<file path="src/rtl/gpio_pkg.sv">
package gpio_pkg;
    // latch write modes
    localparam int OUT_DATA_ONLY = 0;
    localparam int OUT_SET_CLR   = 1;
    localparam int OUT_SET_ONLY  = 2;

    // register word offsets
    localparam int REG_DATA = 0;
    localparam int REG_SET  = 1;
    localparam int REG_CLR  = 2;
    localparam int REG_DIR  = 3;
endpackage

</file>
<file path="src/rtl/gpio_sync.sv">
module gpio_sync #(
    parameter int WIDTH = 8
) (
    input  logic             clk,
    input  logic             rst_n,
    input  logic [WIDTH-1:0] async_in,
    output logic [WIDTH-1:0] sync_out
);
    typedef struct packed {
        logic [WIDTH-1:0] s1;
        logic [WIDTH-1:0] s2;
    } sync_t;

    sync_t sy_d, sy_q;

    always_comb begin
        sy_d.s1 = async_in;
        sy_d.s2 = sy_q.s1;
    end

    always_ff @(posedge clk or negedge rst_n) begin
        if (!rst_n) sy_q <= '0;
        else        sy_q <= sy_d;
    end

    assign sync_out = sy_q.s2;
endmodule

</file>
<file path="src/rtl/gpio_bitmap.sv">
module gpio_bitmap #(
    parameter int WIDTH   = 8,
    parameter bit REVERSE = 1'b0
) (
    input  logic [WIDTH-1:0] src,
    output logic [WIDTH-1:0] dst
);
    for (genvar i = 0; i < WIDTH; i++) begin : g_bit
        if (REVERSE) begin : g_rev
            assign dst[i] = src[WIDTH-1-i];
        end else begin : g_fwd
            assign dst[i] = src[i];
        end
    end
endmodule

</file>
<file path="src/rtl/gpio_regbank.sv">
module gpio_regbank
    import gpio_pkg::*;
#(
    parameter int WIDTH       = 8,
    parameter int ADDR_W      = 3,
    parameter int OUT_MODE    = OUT_SET_CLR,
    parameter bit HAS_DIR_OUT = 1'b1,
    parameter bit HAS_DIR_IN  = 1'b0,
    parameter bit BIG_END     = 1'b0
) (
    input  logic              clk,
    input  logic              rst_n,
    input  logic              bus_wr,
    input  logic [ADDR_W-1:0] bus_addr,
    input  logic [WIDTH-1:0]  bus_wdata,
    output logic [WIDTH-1:0]  bus_rdata,
    input  logic [WIDTH-1:0]  pin_in,
    output logic [WIDTH-1:0]  pin_out,
    output logic [WIDTH-1:0]  pin_oe
);
    localparam bit DIR_PRESENT = HAS_DIR_OUT || HAS_DIR_IN;
    localparam bit SET_MAPPED  = (OUT_MODE != OUT_DATA_ONLY);
    localparam bit CLR_MAPPED  = (OUT_MODE == OUT_SET_CLR);
    localparam bit DATA_WR_OK  = (OUT_MODE != OUT_SET_ONLY);
    localparam logic [WIDTH-1:0] DIR_RST = HAS_DIR_IN ? '1 : '0;

    // build-time legality
    if (!(WIDTH == 8 || WIDTH == 16 || WIDTH == 32 || WIDTH == 64)) begin : g_bad_width
        $error("gpio_regbank: WIDTH must be 8, 16, 32 or 64");
    end
    if (HAS_DIR_OUT && HAS_DIR_IN) begin : g_bad_dir
        $error("gpio_regbank: only one direction polarity may be selected");
    end
    if (OUT_MODE < OUT_DATA_ONLY || OUT_MODE > OUT_SET_ONLY) begin : g_bad_mode
        $error("gpio_regbank: OUT_MODE out of range");
    end

    typedef struct packed {
        logic [WIDTH-1:0] latch;
        logic [WIDTH-1:0] dir;
    } state_t;

    state_t st_d, st_q;

    logic [WIDTH-1:0] pin_sync;   // pin order
    logic [WIDTH-1:0] pin_sync_r; // register order
    logic [WIDTH-1:0] oe_r;       // register order

    gpio_sync #(.WIDTH(WIDTH)) u_sync (
        .clk      (clk),
        .rst_n    (rst_n),
        .async_in (pin_in),
        .sync_out (pin_sync)
    );

    gpio_bitmap #(.WIDTH(WIDTH), .REVERSE(BIG_END)) u_map_in (
        .src (pin_sync),
        .dst (pin_sync_r)
    );

    gpio_bitmap #(.WIDTH(WIDTH), .REVERSE(BIG_END)) u_map_out (
        .src (st_q.latch),
        .dst (pin_out)
    );

    gpio_bitmap #(.WIDTH(WIDTH), .REVERSE(BIG_END)) u_map_oe (
        .src (oe_r),
        .dst (pin_oe)
    );

    // next-state
    always_comb begin
        st_d = st_q;
        if (bus_wr) begin
            case (bus_addr)
                ADDR_W'(REG_DATA): begin
                    if (DATA_WR_OK) st_d.latch = bus_wdata;
                end
                ADDR_W'(REG_SET): begin
                    if (OUT_MODE == OUT_SET_CLR)
                        st_d.latch = st_q.latch | bus_wdata;
                    else if (OUT_MODE == OUT_SET_ONLY)
                        st_d.latch = bus_wdata;
                end
                ADDR_W'(REG_CLR): begin
                    if (CLR_MAPPED) st_d.latch = st_q.latch & ~bus_wdata;
                end
                ADDR_W'(REG_DIR): begin
                    if (DIR_PRESENT) st_d.dir = bus_wdata;
                end
                default: ;
            endcase
        end
    end

    always_ff @(posedge clk or negedge rst_n) begin
        if (!rst_n) begin
            st_q.latch <= '0;
            st_q.dir   <= DIR_RST;
        end else begin
            st_q <= st_d;
        end
    end

    // output enable in register order
    always_comb begin
        if (HAS_DIR_OUT)     oe_r = st_q.dir;
        else if (HAS_DIR_IN) oe_r = ~st_q.dir;
        else                 oe_r = '1;
    end

    // read mux
    always_comb begin
        bus_rdata = '0;
        case (bus_addr)
            ADDR_W'(REG_DATA): bus_rdata = pin_sync_r;
            ADDR_W'(REG_SET):  if (SET_MAPPED)  bus_rdata = st_q.latch;
            ADDR_W'(REG_CLR):  if (CLR_MAPPED)  bus_rdata = st_q.latch;
            ADDR_W'(REG_DIR):  if (DIR_PRESENT) bus_rdata = st_q.dir;
            default: ;
        endcase
    end
endmodule

</file>
<file path="config.mk">
export PLATFORM = sky130hd
export DESIGN_NAME = gpio_regbank
export DESIGN_NICKNAME = d
export VERILOG_FILES = /design/src/rtl/gpio_pkg.sv /design/src/rtl/gpio_sync.sv /design/src/rtl/gpio_bitmap.sv /design/src/rtl/gpio_regbank.sv
export SDC_FILE = /design/constraint.sdc
export NUM_CORES = 1
export LEC_CHECK = 0
export BUFFER_PORTS_ARGS = -buffer_cell sky130_fd_sc_hd__buf_4
export CAP_MARGIN = 10
export CORE_MARGIN = 2
export CORE_UTILIZATION = 35
export CTS_BUF_LIST = sky130_fd_sc_hd__clkbuf_2
export CTS_CLUSTER_DIAMETER = 40
export CTS_CLUSTER_SIZE = 28
export DETAILED_ROUTE_END_ITERATION = 10
export PLACE_DENSITY = 0.7
export SYNTH_ARGS = -nofsm -noshare
export SYNTH_HDL_FRONTEND = slang
export SYNTH_SLANG_ARGS = --single-unit
export TNS_END_PERCENT = 5
</file>
<file path="constraint.sdc">
create_clock -name clk -period 1.45 [get_ports clk]
set_clock_uncertainty 0.2 [all_clocks]
set_input_delay 0.2175 -clock clk [delete_from_list [all_inputs] [get_ports clk]]
set_output_delay 0.2175 -clock clk [all_outputs]
set_load 0.01 [all_outputs]
</file>
## Word level (Yosys, flattened, before mapping)

Index checks and enable logic that the tools add are counted.

- Register bits after elaboration: 32
- Bits in latches: 0
- RAM bits: 0
- ROM bits: 0
- Bits of input ports: 22
- Logic and storage cells: 17
- Memories: 0

- Add/sub/neg operators: 0
- Multiply operators: 0
- Div/mod/pow operators: 0
- $lt $le $gt $ge: 0
- Eq/ne operators: 3
- Shifts and indexed selects: 0
- Muxes and demuxes: 2
- Bitwise gates (word level): 3
- Reductions and logical operators: 5

Operators with widths:

| cell | count |
|---|---|
| $pmux W8 S3 | 2 |
| $and A8 B8 Y8 | 1 |
| $not A8 Y8 | 1 |
| $or A8 B8 Y8 | 1 |
| $eq A3 B2 Y1 const B | 2 |
| $reduce_and A2 Y1 | 2 |
| $eq A3 B1 Y1 const B | 1 |
| $logic_not A3 Y1 | 1 |
| $reduce_bool A3 Y1 | 1 |
| $reduce_or A2 Y1 | 1 |

## Depth between registers and ports, before layout

- Depth in word-level cells: 3
- Mapped depth: 4

## Hierarchy

A second synthesis with hierarchy kept.

- Cells, all modules: 131
- Area, all modules: 1,607.8 um^2

By module, submodules not included:

| module | times used | cells each | area each (um^2) |
|---|---|---|---|
| gpio_regbank | 1 | 91 | 1,027.2 |
| gpio_sync | 1 | 16 | 400.4 |
| gpio_bitmap | 3 | 8 | 60.1 |

## Worst setup path before layout

No wires, ideal clock.

- Path type: input-to-output
- From: input bus_addr[1]
- To: output bus_rdata[0]
- Arrival time: 1,055 ps
- Data required time: 1,033 ps
- Slack: -22 ps
- Stages: 4
- Path through: buf_2 > or2_2 > buf_2 > o22ai_1

- Word-level cells in the longest chain between the ends: 3

RTL lines:

| what | line | RTL |
|---|---|---|
| start: declaration | gpio_regbank.sv:14 | `input logic [ADDR_W-1:0] bus_addr,` |
| $eq A3 B2 Y1 / $eq A3 B1 Y1 (equally long branches) | gpio_regbank.sv:115 | `case (bus_addr)` |
| $reduce_or A2 Y1 (no source line) | -- |  |
| $pmux W8 S3 (*) | gpio_regbank.sv:115 |  |
| end: declaration | gpio_regbank.sv:16 | `output logic [WIDTH-1:0] bus_rdata,` |

Every way passes the cells marked *; elsewhere a longest branch is shown, timed or not.

## Worst setup path in the final report

- From: register st_q[11] (netlist name)
- To: output bus_rdata[3]

- Word-level cells in the longest chain between the ends: 1

RTL lines:

| what | line | RTL |
|---|---|---|
| start: declaration | gpio_regbank.sv:43 | `state_t st_d, st_q;` |
| start signal: assignment | gpio_regbank.sv:101 | `st_q <= st_d;` |
| $pmux W8 S3 | gpio_regbank.sv:115 |  |

No other way between the ends.

==> Flow_metrics.wiki <==
{| class="wikitable"
! Metric !! Value
|-
| Result of the run || finished, violations left
|-
| Violations in the final reports || negative setup slack
|-
| Synthesized cell area || 1430 µm²
|-
| Count of buffers inserted at the top-level ports || 45
|-
| Num rows || 23
|-
| Transition time of the tightest slew-check pin || 0.409 ns
|-
| Maximum clock frequency || 0.579 GHz
|-
| Met3 Resource Use GR || 4.93%
|-
| Remaining global-route overflow || 0
|-
| Initial antenna violation count || 0
|-
| Worst slack, placed || -0.100 ns
|-
| Max incr delay on CP || 0.46 ns
|-
| Initial core utilization || 35.9%
|-
| Crit Path Class || register to output port
|-
| Final clock period utilization by the worst path || 119%
|-
| Layout cell share with drive strength beyond 1 || 40.1%
|-
| Distinct cell type count of the synthesized netlist || 19
|-
| Number of global-route vias before repair || 1104
|-
| Synth Register Bits || 32
|-
| Residual DRC || 0
|-
| Wire length of the first global-routing pass || 5460 µm
|-
| Post-layout total power || 2.14 mW
|-
| Die area || 4610 µm²
|-
| Count of pins over their slew limit || 0
|-
| DP Cell Count || 199
|-
| Post-CTS clock slew at the launch and capture registers of the worst setup and hold paths || 0.17 ns
|-
| Post-synthesis sequential area ratio || 56.1%
|-
| Worst min-delay path class || input pin to register
|-
| Area fraction of the dominant cell type after synthesis || 56.1%
|-
| WP data required || 1.03 ns
|-
| Detail Route Antenna Nets || 0
|-
| Max capacitance violation total || 0
|-
| Detailed Route WL || 3410 µm
|-
| Largest net degree at the start of global routing || 33
|-
| Met1 global-route usage || 20.2%
|-
| Area growth, synth to finish || 44.3%
|-
| Number of vias per cell after detailed routing || 5.00
|-
| Post-layout utilization of the core || 51.9%
|-
| Min-Delay Path Depth || 3
|-
| Peak-usage layer in the global routing report || met2
|-
| Cell Count, Final, Fillers Out || 227
|-
| Min setup slack post-route || -0.278 ns
|-
| Estimated wirelength of the detail-placed design || 2370 µm
|-
| Buffer and inverter count on the worst path || 1
|-
| Violation count after the first detailed-routing iteration || 26
|-
| Count of pins on the block boundary || 46
|-
| Root buf cell || sky130_fd_sc_hd__clkbuf_2
|-
| Max Root-Sink Buffers || 2
|-
| Maximum vdd ir drop || 0.662 mV
|-
| Depth of the most critical reg-to-reg path || 3
|-
| Top Family by Delay on Critical Path || flip-flops
|-
| Fillcell total || 344
|-
| Global-route usage over all layers || 16.5%
|-
| Cell depth of the worst setup path || 3
|-
| H-tree lvl count || 2
|-
| Final weighted congestion in routability-driven placement || 0.809
|-
| Vias || 1136
|-
| Largest fanout of any net on the critical path || 5
|-
| Slew Limit Headroom || 72.8%
|-
| Setup repair after global routing missed its margin || true
|-
| Met2 usage || 27.1%
|-
| Number of nets in the final layout || 198
|-
| Crit end category || output port
|-
| # setup viols final || 10
|-
| Area of the core || 3970 µm²
|-
| Die X || 67.9 µm
|-
| DRT Pass-1 Iters || 4
|-
| Die height || 67.9 µm
|-
| Number of hold violations in the final report || 0
|-
| Routed length per placed instance || 15.0 µm
|-
| Area contributors post-synth || sky130_fd_sc_hd__dfrtp_1 (56%), sky130_fd_sc_hd__mux2i_1 (11%), sky130_fd_sc_hd__nand4bb_1 (6.3%)
|-
| Standby leakage power || 1.01 nW
|-
| Worst path slowest cell || sky130_fd_sc_hd__dfrtp_1
|-
| Crit-path cells || mux2i_1, o22ai_1, buf_4
|-
| Gate count after technology mapping || 107
|-
| Final critical delay including setup and external delays || 1.73 ns
|-
| TritonCTS clock tree || done
|-
| Clock Sink Count || 32
|-
| Insertion delay to the later sink of the worst-skew pair || 0.37 ns
|-
| Data arrival, critical path || 1.31 ns
|-
| Syn nets || 129
|-
| Number of buffers created by CTS || 5
|-
| Number of warnings printed during yosys synthesis || 0
|-
| Power density over the cells || 1040 nW/µm²
|-
| Number of diodes added for antenna fixing || 0
|-
| Type of origin of the critical path || register
|-
| Synthesized area divided by synthesized cell count || 13.3 µm²
|-
| Cell accounting for the most synthesized area || sky130_fd_sc_hd__dfrtp_1
|}
==> where the power goes <==
part	leakage, nW	internal, mW	switching, mW
clock network	0.0302	0.108	0.300
logic	0.617	0.374	0.264
registers	0.366	1.00	0.0967
total	1.01	1.48	0.660
==> worst min-delay path: stages <==
cell                        delay [ns]
sky130_fd_sc_hd__buf_4            0.16
sky130_fd_sc_hd__nand4bb_1        0.11
sky130_fd_sc_hd__o221ai_1         0.08
==> placed cells by master (no fill, tap or decap), drive strengths merged <==
master | Yosys | final
clkbuf | 1 | 5
nand2 | 7 | 7
nand3b | 1 | 1
nand4b | 1 | 1
clkinv | 0 | 3
mux2i | 16 | 16
o22ai | 8 | 8
dfrtp | 32 | 32
buf | 6 | 52
dlygate4sd3 | 0 | 17
inv | 8 | 8
nor3b | 1 | 1
or2 | 1 | 1
nand4bb | 8 | 8
o211ai | 1 | 1
nand2b | 1 | 1
o221ai | 7 | 7
mux2 | 8 | 8
==> through the flow <==
stage / area, µm² / TNS [ns] / hold WS, ns
2_1_floorplan: 1430 / -0.163 / -0.278
3_3_place_gp: 1820 / -0.735 / -0.0297
3_5_place_dp: 1820 / -1.10 / -0.0189
4_1_cts: 2040 / -1.90 / 0.0160
5_1_grt: 2060 / -2.96 / 0.0199
6_report: 2060 / -1.89 / 0.0295
==> logic make-up (layout without fill, tap and decap cells) <==
kind of cell | count (synthesis) | count (layout) | share of synthesized area (%)
AOI/OAI and AO/OA | 16 | 16 | 8.33
buffers and inverters | 15 | 85 | 4.73
DFF | 32 | 32 | 56.1
muxes | 24 | 24 | 18.3
and+or+nand+nor | 20 | 20 | 12.5
==> registers in the layout (all words and copies together), names as in the netlist <==
register         count
u_sync.sy_d          8
oe_r                 8
st_q                 8
u_sync.sync_out      8
==> final timing paths <==
path | startpoint | end | slack [ns]
setup / recovery | st_q[11] | bus_rdata[3] | -0.28
hold / removal | bus_wr | st_q[14] | 0.03
setup reg to reg | st_q[15] | st_q[15] | 0.38
hold reg to reg | u_sync.sy_d[5] | u_sync.sync_out[5] | 0.16
max in group asynchronous | rst_n | st_q[12] | 0.62
min in group asynchronous | rst_n | u_sync.sy_d[7] | 0.10
==> cells in the mapped netlist, drive strengths merged <==
cell     number
nand3b        1
nand4b        1
o22ai         8
buf           6
nand2b        1
nand2         7
o221ai        7
o211ai        1
mux2i        16
or2           1
dfrtp        32
nand4bb       8
mux2          8
clkbuf        1
inv           8
nor3b         1
==> routing by layer <==
metal / share of wire [%] / vias to the layer above
li1: - / 537
met1: 43 / 555
met2: 50 / 40
met3: 6.1 / 4
met4: 1.3 / 0
met5: 0 / -
==> area by class of cell <==
| class | count | area, µm² | share of cell area (%) |
|---|---|---|---|
| flip-flops and latches | 32 | 802 | 38.9 |
| clock buffers | 5 | 25.0 | 1.21 |
| multi-input cells | 60 | 559 | 27.1 |
| repair buffers | 69 | 568 | 27.6 |
| well taps | 50 | 62.6 | 3.04 |
| clock inverters | 3 | 13.8 | 0.668 |
| inverters | 8 | 30.0 | 1.46 |
==> what timing repair did <==
| action | CTS | global route |
|---|---|---|
| hold buffers | 17 | 0 |
| endpoints found under the hold margin | 56 | 0 |
| endpoints found under the setup margin | 8 | 14 |
| setup buffers | 1 | 2 |
| gates resized for setup | 0 | 3 |
| pin swaps | 1 | 2 |
(Power assumes the default switching activity.)
